[config.mk]
export PLATFORM = sky130hd
export DESIGN_NAME = prio_irq_ctrl
export DESIGN_NICKNAME = d
export VERILOG_FILES = /design/src/rtl/prio_irq_pkg.sv /design/src/rtl/prio_irq_slot.sv /design/src/rtl/prio_irq_arb.sv /design/src/rtl/prio_irq_ctrl.sv
export SDC_FILE = /design/constraint.sdc
export NUM_CORES = 1
export LEC_CHECK = 0
export ABC_AREA = 1
export CORE_ASPECT_RATIO = 0.8
export CORE_UTILIZATION = 52
export DETAILED_ROUTE_END_ITERATION = 6
export PLACE_DENSITY_LB_ADDON = 0.05
export RECOVER_POWER = 100
export SYNTH_ARGS = -nofsm -noshare
export SYNTH_HDL_FRONTEND = slang
export SYNTH_SLANG_ARGS = --single-unit
[constraint.sdc]
create_clock -name clk -period 7 [get_ports clk]
set_clock_uncertainty 0.05 [all_clocks]
set_input_delay 0.7 -clock clk [delete_from_list [all_inputs] [get_ports clk]]
set_output_delay 0.7 -clock clk [all_outputs]
set_load 0.03 [all_outputs]
[src/rtl/prio_irq_pkg.sv]
package prio_irq_pkg;

  localparam int CTRL_W   = 8;
  localparam int PRIO_W   = 3;
  localparam int FLAG_POS = 7;
  localparam int MASK_POS = 6;
  localparam logic [CTRL_W-1:0] CTRL_RST = 8'h47;

  // Merge a write into a stored control byte.
  function automatic logic [CTRL_W-1:0] merge_write(
    input logic [CTRL_W-1:0] cur,
    input logic              bit_mode,
    input logic [2:0]        bitsel,
    input logic [CTRL_W-1:0] wdata
  );
    logic [CTRL_W-1:0] img;
    img = cur;
    if (bit_mode) img[bitsel] = wdata[0];
    else          img = wdata;
    img[5:3] = 3'b000;
    return img;
  endfunction

  // True when code a is strictly more urgent than code b.
  function automatic logic more_urgent(
    input logic [PRIO_W-1:0] a,
    input logic [PRIO_W-1:0] b
  );
    return a < b;
  endfunction

endpackage

[src/rtl/prio_irq_slot.sv]
module prio_irq_slot
  import prio_irq_pkg::*;
(
  input  logic              clk,
  input  logic              rst_n,
  input  logic              wr_en,
  input  logic              bit_mode,
  input  logic [2:0]        bitsel,
  input  logic [CTRL_W-1:0] wdata,
  input  logic              hw_set,
  input  logic              hw_clr,
  output logic [CTRL_W-1:0] ctrl_q
);

  logic [CTRL_W-1:0] wr_img;
  logic [CTRL_W-1:0] ctrl_d;
  logic              wr_flag;

  always_comb begin
    wr_img  = merge_write(ctrl_q, bit_mode, bitsel, wdata);
    wr_flag = wr_en && (!bit_mode || bitsel == 3'(FLAG_POS));
    ctrl_d  = wr_en ? wr_img : ctrl_q;
    if (!wr_flag) begin
      if (hw_set)      ctrl_d[FLAG_POS] = 1'b1;
      else if (hw_clr) ctrl_d[FLAG_POS] = 1'b0;
    end
  end

  always_ff @(posedge clk or negedge rst_n) begin
    if (!rst_n) ctrl_q <= CTRL_RST;
    else        ctrl_q <= ctrl_d;
  end


  ack_clear_chk: assert property (@(posedge clk) disable iff (!rst_n)
    hw_clr && !hw_set && !wr_en |=> !ctrl_q[FLAG_POS]);


  req_over_ack_chk: assert property (@(posedge clk) disable iff (!rst_n)
    hw_set && hw_clr && !wr_en |=> ctrl_q[FLAG_POS]);


  pend_hold_chk: assert property (@(posedge clk) disable iff (!rst_n)
    ctrl_q[FLAG_POS] && !wr_en && !hw_clr |=> ctrl_q[FLAG_POS]);


  rsvd_zero_chk: assert property (@(posedge clk) disable iff (!rst_n)
    wr_en |=> ctrl_q[5:3] == 3'b000);

endmodule

[src/rtl/prio_irq_arb.sv]
module prio_irq_arb
  import prio_irq_pkg::*;
#(
  parameter int NSRC = 8,
  parameter int IDXW = 3
) (
  input  logic [NSRC-1:0]        elig,
  input  logic [NSRC*PRIO_W-1:0] prio,
  output logic                   any,
  output logic [IDXW-1:0]        win_idx
);

  logic [PRIO_W-1:0] best_p;

  always_comb begin
    any     = 1'b0;
    win_idx = '0;
    best_p  = '1;
    for (int i = 0; i < NSRC; i++) begin
      if (elig[i] && (!any || more_urgent(prio[i*PRIO_W +: PRIO_W], best_p))) begin
        any     = 1'b1;
        win_idx = IDXW'(i);
        best_p  = prio[i*PRIO_W +: PRIO_W];
      end
    end
  end

endmodule

[src/rtl/prio_irq_ctrl.sv]
module prio_irq_ctrl
  import prio_irq_pkg::*;
#(
  parameter int NSRC = 8,
  parameter int IDXW = (NSRC > 1) ? $clog2(NSRC) : 1
) (
  input  logic            clk,
  input  logic            rst_n,
  input  logic [NSRC-1:0] src_req,
  input  logic            ack,
  input  logic            bus_wr,
  input  logic            bus_bit,
  input  logic [2:0]      bus_bitsel,
  input  logic [IDXW-1:0] bus_addr,
  input  logic [7:0]      bus_wdata,
  output logic [7:0]      bus_rdata,
  output logic            irq,
  output logic [IDXW-1:0] irq_idx
);

  logic [CTRL_W-1:0]      ctrl [NSRC];
  logic [NSRC-1:0]        elig;
  logic [NSRC-1:0]        hw_clr;
  logic [NSRC*PRIO_W-1:0] prio_flat;
  logic                   any_elig;
  logic [IDXW-1:0]        win_idx;
  logic                   hold_vld;
  logic [IDXW-1:0]        hold_idx;
  logic                   take_ack;

  assign take_ack = ack && irq;

  for (genvar i = 0; i < NSRC; i++) begin : g_src
    logic wr_sel;
    assign wr_sel    = bus_wr && (bus_addr == IDXW'(i));
    assign hw_clr[i] = take_ack && (irq_idx == IDXW'(i));
    assign elig[i]   = ctrl[i][FLAG_POS] && !ctrl[i][MASK_POS];
    assign prio_flat[i*PRIO_W +: PRIO_W] = ctrl[i][PRIO_W-1:0];

    prio_irq_slot u_slot (
      .clk      (clk),
      .rst_n    (rst_n),
      .wr_en    (wr_sel),
      .bit_mode (bus_bit),
      .bitsel   (bus_bitsel),
      .wdata    (bus_wdata),
      .hw_set   (src_req[i]),
      .hw_clr   (hw_clr[i]),
      .ctrl_q   (ctrl[i])
    );
  end

  prio_irq_arb #(.NSRC(NSRC), .IDXW(IDXW)) u_arb (
    .elig    (elig),
    .prio    (prio_flat),
    .any     (any_elig),
    .win_idx (win_idx)
  );

  assign irq     = any_elig;
  assign irq_idx = (hold_vld && elig[hold_idx]) ? hold_idx : win_idx;

  always_ff @(posedge clk or negedge rst_n) begin
    if (!rst_n) begin
      hold_vld <= 1'b0;
      hold_idx <= '0;
    end else begin
      hold_vld <= irq && !ack;
      hold_idx <= irq_idx;
    end
  end

  always_comb begin
    bus_rdata = '0;
    if (int'(bus_addr) < NSRC) bus_rdata = ctrl[bus_addr];
  end


  win_elig_chk: assert property (@(posedge clk) disable iff (!rst_n)
    irq |-> elig[irq_idx]);


  idx_hold_chk: assert property (@(posedge clk) disable iff (!rst_n)
    irq && !ack && !bus_wr |=> irq && $stable(irq_idx));


  mask_block_chk: assert property (@(posedge clk) disable iff (!rst_n)
    irq |-> !ctrl[irq_idx][MASK_POS]);

endmodule

After elaboration in Yosys (flattened, before gate mapping)
Cells that the tools add are included.

Bits in registers: 44. Input port bits: 27. Output and inout port bits: 12. Logic and storage cells: 193.

$lt $le $gt $ge: 11. Eq/ne operators: 15. Mux-type cells: 78. Bitwise logic cells: 1. Reductions and logical operators: 70.

Operators by type and width (count): 8-bit 2-to-1 mux (18); 8-bit bitwise mux (8); 1-bit logical AND (43); 3-bit 2-to-1 mux (12); 1-bit 2-to-1 mux (35); 3-bit == test, second input constant (9); 8-bit binary-select mux with 3-bit select (1); 3-bit < comparator (7); 1-bit zero test (17); 3-bit by 2-bit == test with 1-bit output, second input constant (4); 1-bit logical OR (8); 3-bit by 4-bit < comparator with 1-bit output, second input constant (2); 3-bit by 1-bit == test with 1-bit output, second input constant (2); 3-bit zero test (2); 4-bit >= comparator, second input constant (1); 2-bit 2-to-1 mux (2); 3-bit NOT with 4-bit output (1); 1-bit binary-select mux with 3-bit select (1); 1-bit demux with 3-bit select (1); 3-bit by 1-bit >= comparator with 1-bit output, second input constant (1).

Longest topological paths before layout
Depth in word-level cells: 37. Gate-level depth with buffers: 66. Depth with buffers taken out: 66.

Cells and area by module
Synthesis repeated with hierarchy kept, for this count alone.

Cells, all modules: 840. Area total of the unflattened synthesis: 4991.0 sq um.

Modules (own cells, without submodules): prio_irq_slot (instances 8, cells each 61, area each 392.9 sq um, sequential area each 130.1 sq um); prio_irq_ctrl (instances 1, cells each 176, area each 975.9 sq um, sequential area each 100.1 sq um); prio_irq_arb (instances 1, cells each 176, area each 872.1 sq um, sequential area each 0.0 sq um).

Least setup slack after synthesis
Ideal clock, no wire load.

Path kind: register to output. Start: register (tool-made name). End: output port irq_idx[0]. Arrival: 5910 ps. Data required time: 6250 ps. Path slack: 340 ps. Cell stages (with the launch flop): 56. Path buffers: 0. Cells stage by stage: dfstp_2 > inv_2 > nand2_2 > nor2_2 > nand2_1 > nand2_1 > nand2_2 > nand3_2 > o22ai_1 > ha_1 > nand2_1 > clkinv_1 > nand2_1 > nand2_1 > nand2_2 > nand2_4 > o21ai_0 > ha_1 > [20 not listed] > nand2_2 > nand2_4 > o21ai_1 > ha_1 > a21oi_1 > nand2_1 > nand2_2 > nand2_4 > nand2_1 > o21ai_1 > ha_1 > a21oi_1 > nand2_1 > nand2_1 > nand2_2 > nand2_2 > nand2_4 > inv_2.

RTL lines: end: declaration (line prio_irq_ctrl.sv:18) `output logic [IDXW-1:0] irq_idx`.

==> impl_metrics.prom <==
# TYPE chip_impl_metric gauge
chip_impl_info{name="run_status",value="complete, but fails checks"} 1
chip_impl_info{name="violations_in_the_final_reports",value="capacitance limit, slew limit, setup timing"} 1
chip_impl_metric{name="post-route-worst-setup-slack",unit="ps"} -57.0
chip_impl_info{name="final_cell_mix",value="129 x sky130_fd_sc_hd__nand2_1, 67 x sky130_fd_sc_hd__inv_1, 53 x sky130_fd_sc_hd__buf_4"} 1
chip_impl_metric{name="timing.hold.ws",unit="ps"} 446
chip_impl_metric{name="detail_route.first_pass.iterations",unit=""} 5
chip_impl_metric{name="power_per_cell_area",unit="nW/um2"} 626
chip_impl_metric{name="final_max_slew_viol_count",unit=""} 45
chip_impl_metric{name="largest_net_degree_at_the_start_of_global_routing",unit=""} 45
chip_impl_metric{name="coreArea",unit="um2"} 6380
chip_impl_metric{name="fin_crit",unit="ps"} 7060
chip_impl_metric{name="route.detailed.drc",unit=""} 0
chip_impl_metric{name="post_drt_via_cell_ratio",unit=""} 5.63
chip_impl_info{name="setup.worst_path.end_class",value="primary output"} 1
chip_impl_metric{name="post-dp-hpwl",unit="um"} 8030
chip_impl_metric{name="final_util",unit="%"} 71.3
chip_impl_metric{name="synth_compound_area_share",unit="%"} 19.7
chip_impl_info{name="clock_tree_from_tritoncts",value="done"} 1
chip_impl_metric{name="clk_latency",unit="ps"} 310
chip_impl_metric{name="worstPathMaxFanout",unit=""} 5
chip_impl_metric{name="design.final.nets",unit=""} 639
chip_impl_metric{name="critical_path_arrival",unit="ps"} 6310
chip_impl_metric{name="sink_count_of_the_clock_tree",unit=""} 44
chip_impl_metric{name="route.vias.total",unit=""} 3880
chip_impl_metric{name="final_setup_vio_count",unit=""} 3
chip_impl_metric{name="sw_frac_of_total",unit="%"} 49.3
chip_impl_metric{name="floorplan.rows",unit=""} 26
chip_impl_metric{name="total_leakage_power",unit="nW"} 2.22
chip_impl_metric{name="timing_hold_violations_final",unit=""} 0
chip_impl_metric{name="die_ht",unit="um"} 74.7
chip_impl_metric{name="routability_driven_placement_congestion_ratio",unit=""} 0.921
chip_impl_metric{name="ys.warnings.count",unit=""} 0
chip_impl_metric{name="cts.reportedPaths.clkPinSlew",unit="ps"} 90
chip_impl_metric{name="mux_share_of_post_synthesis_cell_area",unit="%"} 0
chip_impl_metric{name="synth_xor_xnor_area_share",unit="%"} 0
chip_impl_info{name="critPathMostFrequentCell",value="sky130_fd_sc_hd__nand2_2"} 1
chip_impl_metric{name="worst_ir_drop_vdd",unit="mV"} 0.360
chip_impl_metric{name="synth.distinct_cells",unit=""} 35
chip_impl_metric{name="maxCapViolCount",unit=""} 1
chip_impl_metric{name="worst_ep_required_time",unit="ps"} 6250
chip_impl_metric{name="ioPinCount",unit=""} 39
chip_impl_metric{name="drt-wirelength-per-cell",unit="um"} 15.6
chip_impl_metric{name="yosys.area_share.adder",unit="%"} 2.92
chip_impl_metric{name="seq_power_share",unit="%"} 15.8
chip_impl_metric{name="power.switching",unit="mW"} 1.40
chip_impl_metric{name="syn_to_final_growth",unit="%"} 32.5
chip_impl_metric{name="share_clk_of_total_power",unit="%"} 5.6
chip_impl_metric{name="share_comb_of_total_power",unit="%"} 78.7
chip_impl_metric{name="instances_no_fill",unit=""} 689
chip_impl_info{name="clock_root_buffer",value="sky130_fd_sc_hd__clkbuf_8"} 1
chip_impl_metric{name="global_route.usage.total",unit="%"} 31.9
chip_impl_metric{name="relSlewSlack",unit="%"} -57.9
chip_impl_metric{name="grt.overflow.total",unit=""} 0
chip_impl_metric{name="die_x",unit="um"} 92.8
chip_impl_metric{name="ys_ff_latch",unit=""} 44
chip_impl_metric{name="max-clock-path-buffers",unit=""} 2
chip_impl_metric{name="timing.critical_path.slowest_cell_delay",unit="ps"} 590
chip_impl_metric{name="io_buffer_count",unit=""} 32
chip_impl_metric{name="synth_simple_gate_area_share",unit="%"} 33.9
chip_impl_info{name="slowest_stage",value="sky130_fd_sc_hd__dfstp_2"} 1
chip_impl_info{name="setup.worst_path.start_class",value="flop"} 1
chip_impl_metric{name="achievable-frequency",unit="GHz"} 0.142
chip_impl_info{name="mostFrequentLayoutCell",value="sky130_fd_sc_hd__nand2_1"} 1
chip_impl_metric{name="route.final.wire_length",unit="um"} 10700
chip_impl_metric{name="placement.cell_area",unit="um2"} 4060
chip_impl_metric{name="final.setup.tns",unit="ps"} -133
chip_impl_info{name="critical_path_class",value="reg -> out"} 1
chip_impl_info{name="dominant_combinational_cell_family_by_area_after_synthesis",value="simple AND/OR/NAND/NOR gates"} 1
chip_impl_metric{name="worst_slew_pin_slew",unit="ps"} 2370
chip_impl_info{name="grt_setup_unrepaired",value="true"} 1
chip_impl_metric{name="num_antenna_cells",unit=""} 0
chip_impl_metric{name="mapped_avg_cell_area",unit="um2"} 6.64
chip_impl_metric{name="num_cts_buffers",unit=""} 5
chip_impl_metric{name="final_layout_size_suffix_gt1_share",unit="%"} 28.6
chip_impl_metric{name="synth-seq-area-share",unit="%"} 33.3
chip_impl_metric{name="fin_crit_sh",unit="%"} 101
chip_impl_metric{name="detail_route.iter0.violations",unit=""} 362
chip_impl_metric{name="numPlacedInstances",unit=""} 659
chip_impl_metric{name="die_area",unit="um2"} 6930
chip_impl_metric{name="initial_antenna_violation_count",unit=""} 0
chip_impl_info{name="min-delay-path-class",value="reg -> reg"} 1
chip_impl_metric{name="post_syn_instances",unit=""} 517
chip_impl_metric{name="wire_length_of_the_first_global_routing_pass",unit="um"} 17000
chip_impl_metric{name="final_antenna_net_count",unit=""} 0
chip_impl_metric{name="syn-cell-area",unit="um2"} 3430
chip_impl_metric{name="post_cts_hold_buffer_count",unit=""} 0
chip_impl_metric{name="initial_core_utilization",unit="%"} 53.8
chip_impl_metric{name="htree_num_levels",unit=""} 2
chip_impl_metric{name="internal_cell_power",unit="mW"} 1.44
chip_impl_metric{name="first_global_vias",unit=""} 3445
chip_impl_metric{name="layout.cell_area.non_filler",unit="um2"} 4550
-- worst max-delay path: cells and delay by family, from the launching register on --
| kind | cells | cell delay (ps) |
|---|---|---|
| and+or+nand+nor | 38 | 2560 |
| adders and majority gates | 6 | 1430 |
| AOI/OAI and AO/OA | 7 | 1080 |
| DFF | 1 | 590 |
| buffers and inverters | 7 | 350 |
-- cells in the mapped netlist --
cell type	count	area share, %
sky130_fd_sc_hd__a21oi_1	33	4.8
sky130_fd_sc_hd__a32oi_1	1	0.26
sky130_fd_sc_hd__a22oi_1	4	0.88
sky130_fd_sc_hd__o22ai_1	4	0.73
sky130_fd_sc_hd__a31oi_1	24	4.4
sky130_fd_sc_hd__dfstp_2	32	25
sky130_fd_sc_hd__nor2_4	1	0.33
sky130_fd_sc_hd__dfrtp_1	12	8.8
sky130_fd_sc_hd__nand2_2	13	2.4
sky130_fd_sc_hd__o21bai_1	2	0.44
sky130_fd_sc_hd__o21ai_0	26	3.8
sky130_fd_sc_hd__o2111ai_1	4	1.0
sky130_fd_sc_hd__inv_1	67	7.3
sky130_fd_sc_hd__clkbuf_1	8	0.88
sky130_fd_sc_hd__nand4_1	3	0.55
sky130_fd_sc_hd__nand2_1	142	16
sky130_fd_sc_hd__o21ai_1	10	1.5
sky130_fd_sc_hd__nand2_4	10	3.3
sky130_fd_sc_hd__nand3_2	1	0.29
sky130_fd_sc_hd__nor2_1	44	4.8
sky130_fd_sc_hd__ha_1	8	2.9
sky130_fd_sc_hd__or2_2	2	0.36
sky130_fd_sc_hd__a221oi_1	2	0.51
sky130_fd_sc_hd__o31ai_1	1	0.22
sky130_fd_sc_hd__a21oi_2	1	0.26
sky130_fd_sc_hd__o211ai_1	1	0.22
sky130_fd_sc_hd__a41oi_1	2	0.51
sky130_fd_sc_hd__inv_2	10	1.1
sky130_fd_sc_hd__nor3_1	3	0.44
sky130_fd_sc_hd__o221ai_1	1	0.26
sky130_fd_sc_hd__clkinv_1	1	0.11
sky130_fd_sc_hd__nand3_1	37	5.4
sky130_fd_sc_hd__nor2_2	3	0.55
sky130_fd_sc_hd__buf_4	3	0.66
sky130_fd_sc_hd__conb_1	1	0.11
-- through the flow --
step	power (mW)	setup slack (ps)
floorplan	1.52	340
global placement	2.10	-216
detailed placement	2.15	-273
CTS	2.53	-33.4
global route	3.08	-540
finish	2.85	-57.0
-- area by class of cell --
| cell class | count | area [um2] |
|---|---|---|
| Sequential cell | 44 | 1140 |
| Multi-Input combinational cell | 386 | 2160 |
| Inverter | 78 | 298 |
| Tap cell | 84 | 105 |
| Clock buffer | 7 | 76.3 |
| Timing Repair Buffer | 89 | 761 |
| Clock inverter | 1 | 5.00 |
| Fill cell | 524 | 1830 |
-- routing by layer --
metal,vias up,GRT usage [%],part of all wire (%)
met5,-,0,0
met4,0,7.01,1.4
met3,15,6.46,8.0
met2,166,50.3,44
met1,1830,45.8,46
li1,1869,-,-
-- logic make-up after synthesis --
kind of cell               count (synthesis)
other                                      1
and+or+nand+nor                          259
AOI/OAI and AO/OA                        116
DFF                                       44
buffers and inverters                     89
adders and majority gates                  8
-- power by group through the flow --
stage / registers [mW] / logic, mW / clock network [mW]
after floorplan: 0.414 / 1.10 / 0
after global placement: 0.438 / 1.67 / 0
after detailed placement: 0.440 / 1.71 / 0
after CTS: 0.442 / 1.93 / 0.160
after global routing: 0.457 / 2.45 / 0.171
final: 0.449 / 2.24 / 0.158
-- path summary, 6_finish.rpt --
kind                                                       end  slack, ps  depth (start not counted)
setup / recovery                                    irq_idx[2]        -60                         58
hold / removal                                            flop        450                          2
setup reg to reg           g_src[3].u_slot.ctrl_q[7]$_DFF_PN0_        330                         62
hold reg to reg                                           flop        450                          2
max in group asynchronous  g_src[0].u_slot.ctrl_q[7]$_DFF_PN0_       4320                          1
min in group asynchronous                hold_idx[1]$_DFF_PN0_       1050                          1
-- repair_timing --
action,in CTS,in global routing
pin swaps,5,11
gates resized for setup,30,25
gates cloned,0,0
setup buffers,13,9
endpoints found under the setup margin,4,11
endpoints found under the hold margin,0,0
No activity file was read; power rests on OpenSTA's default activity.
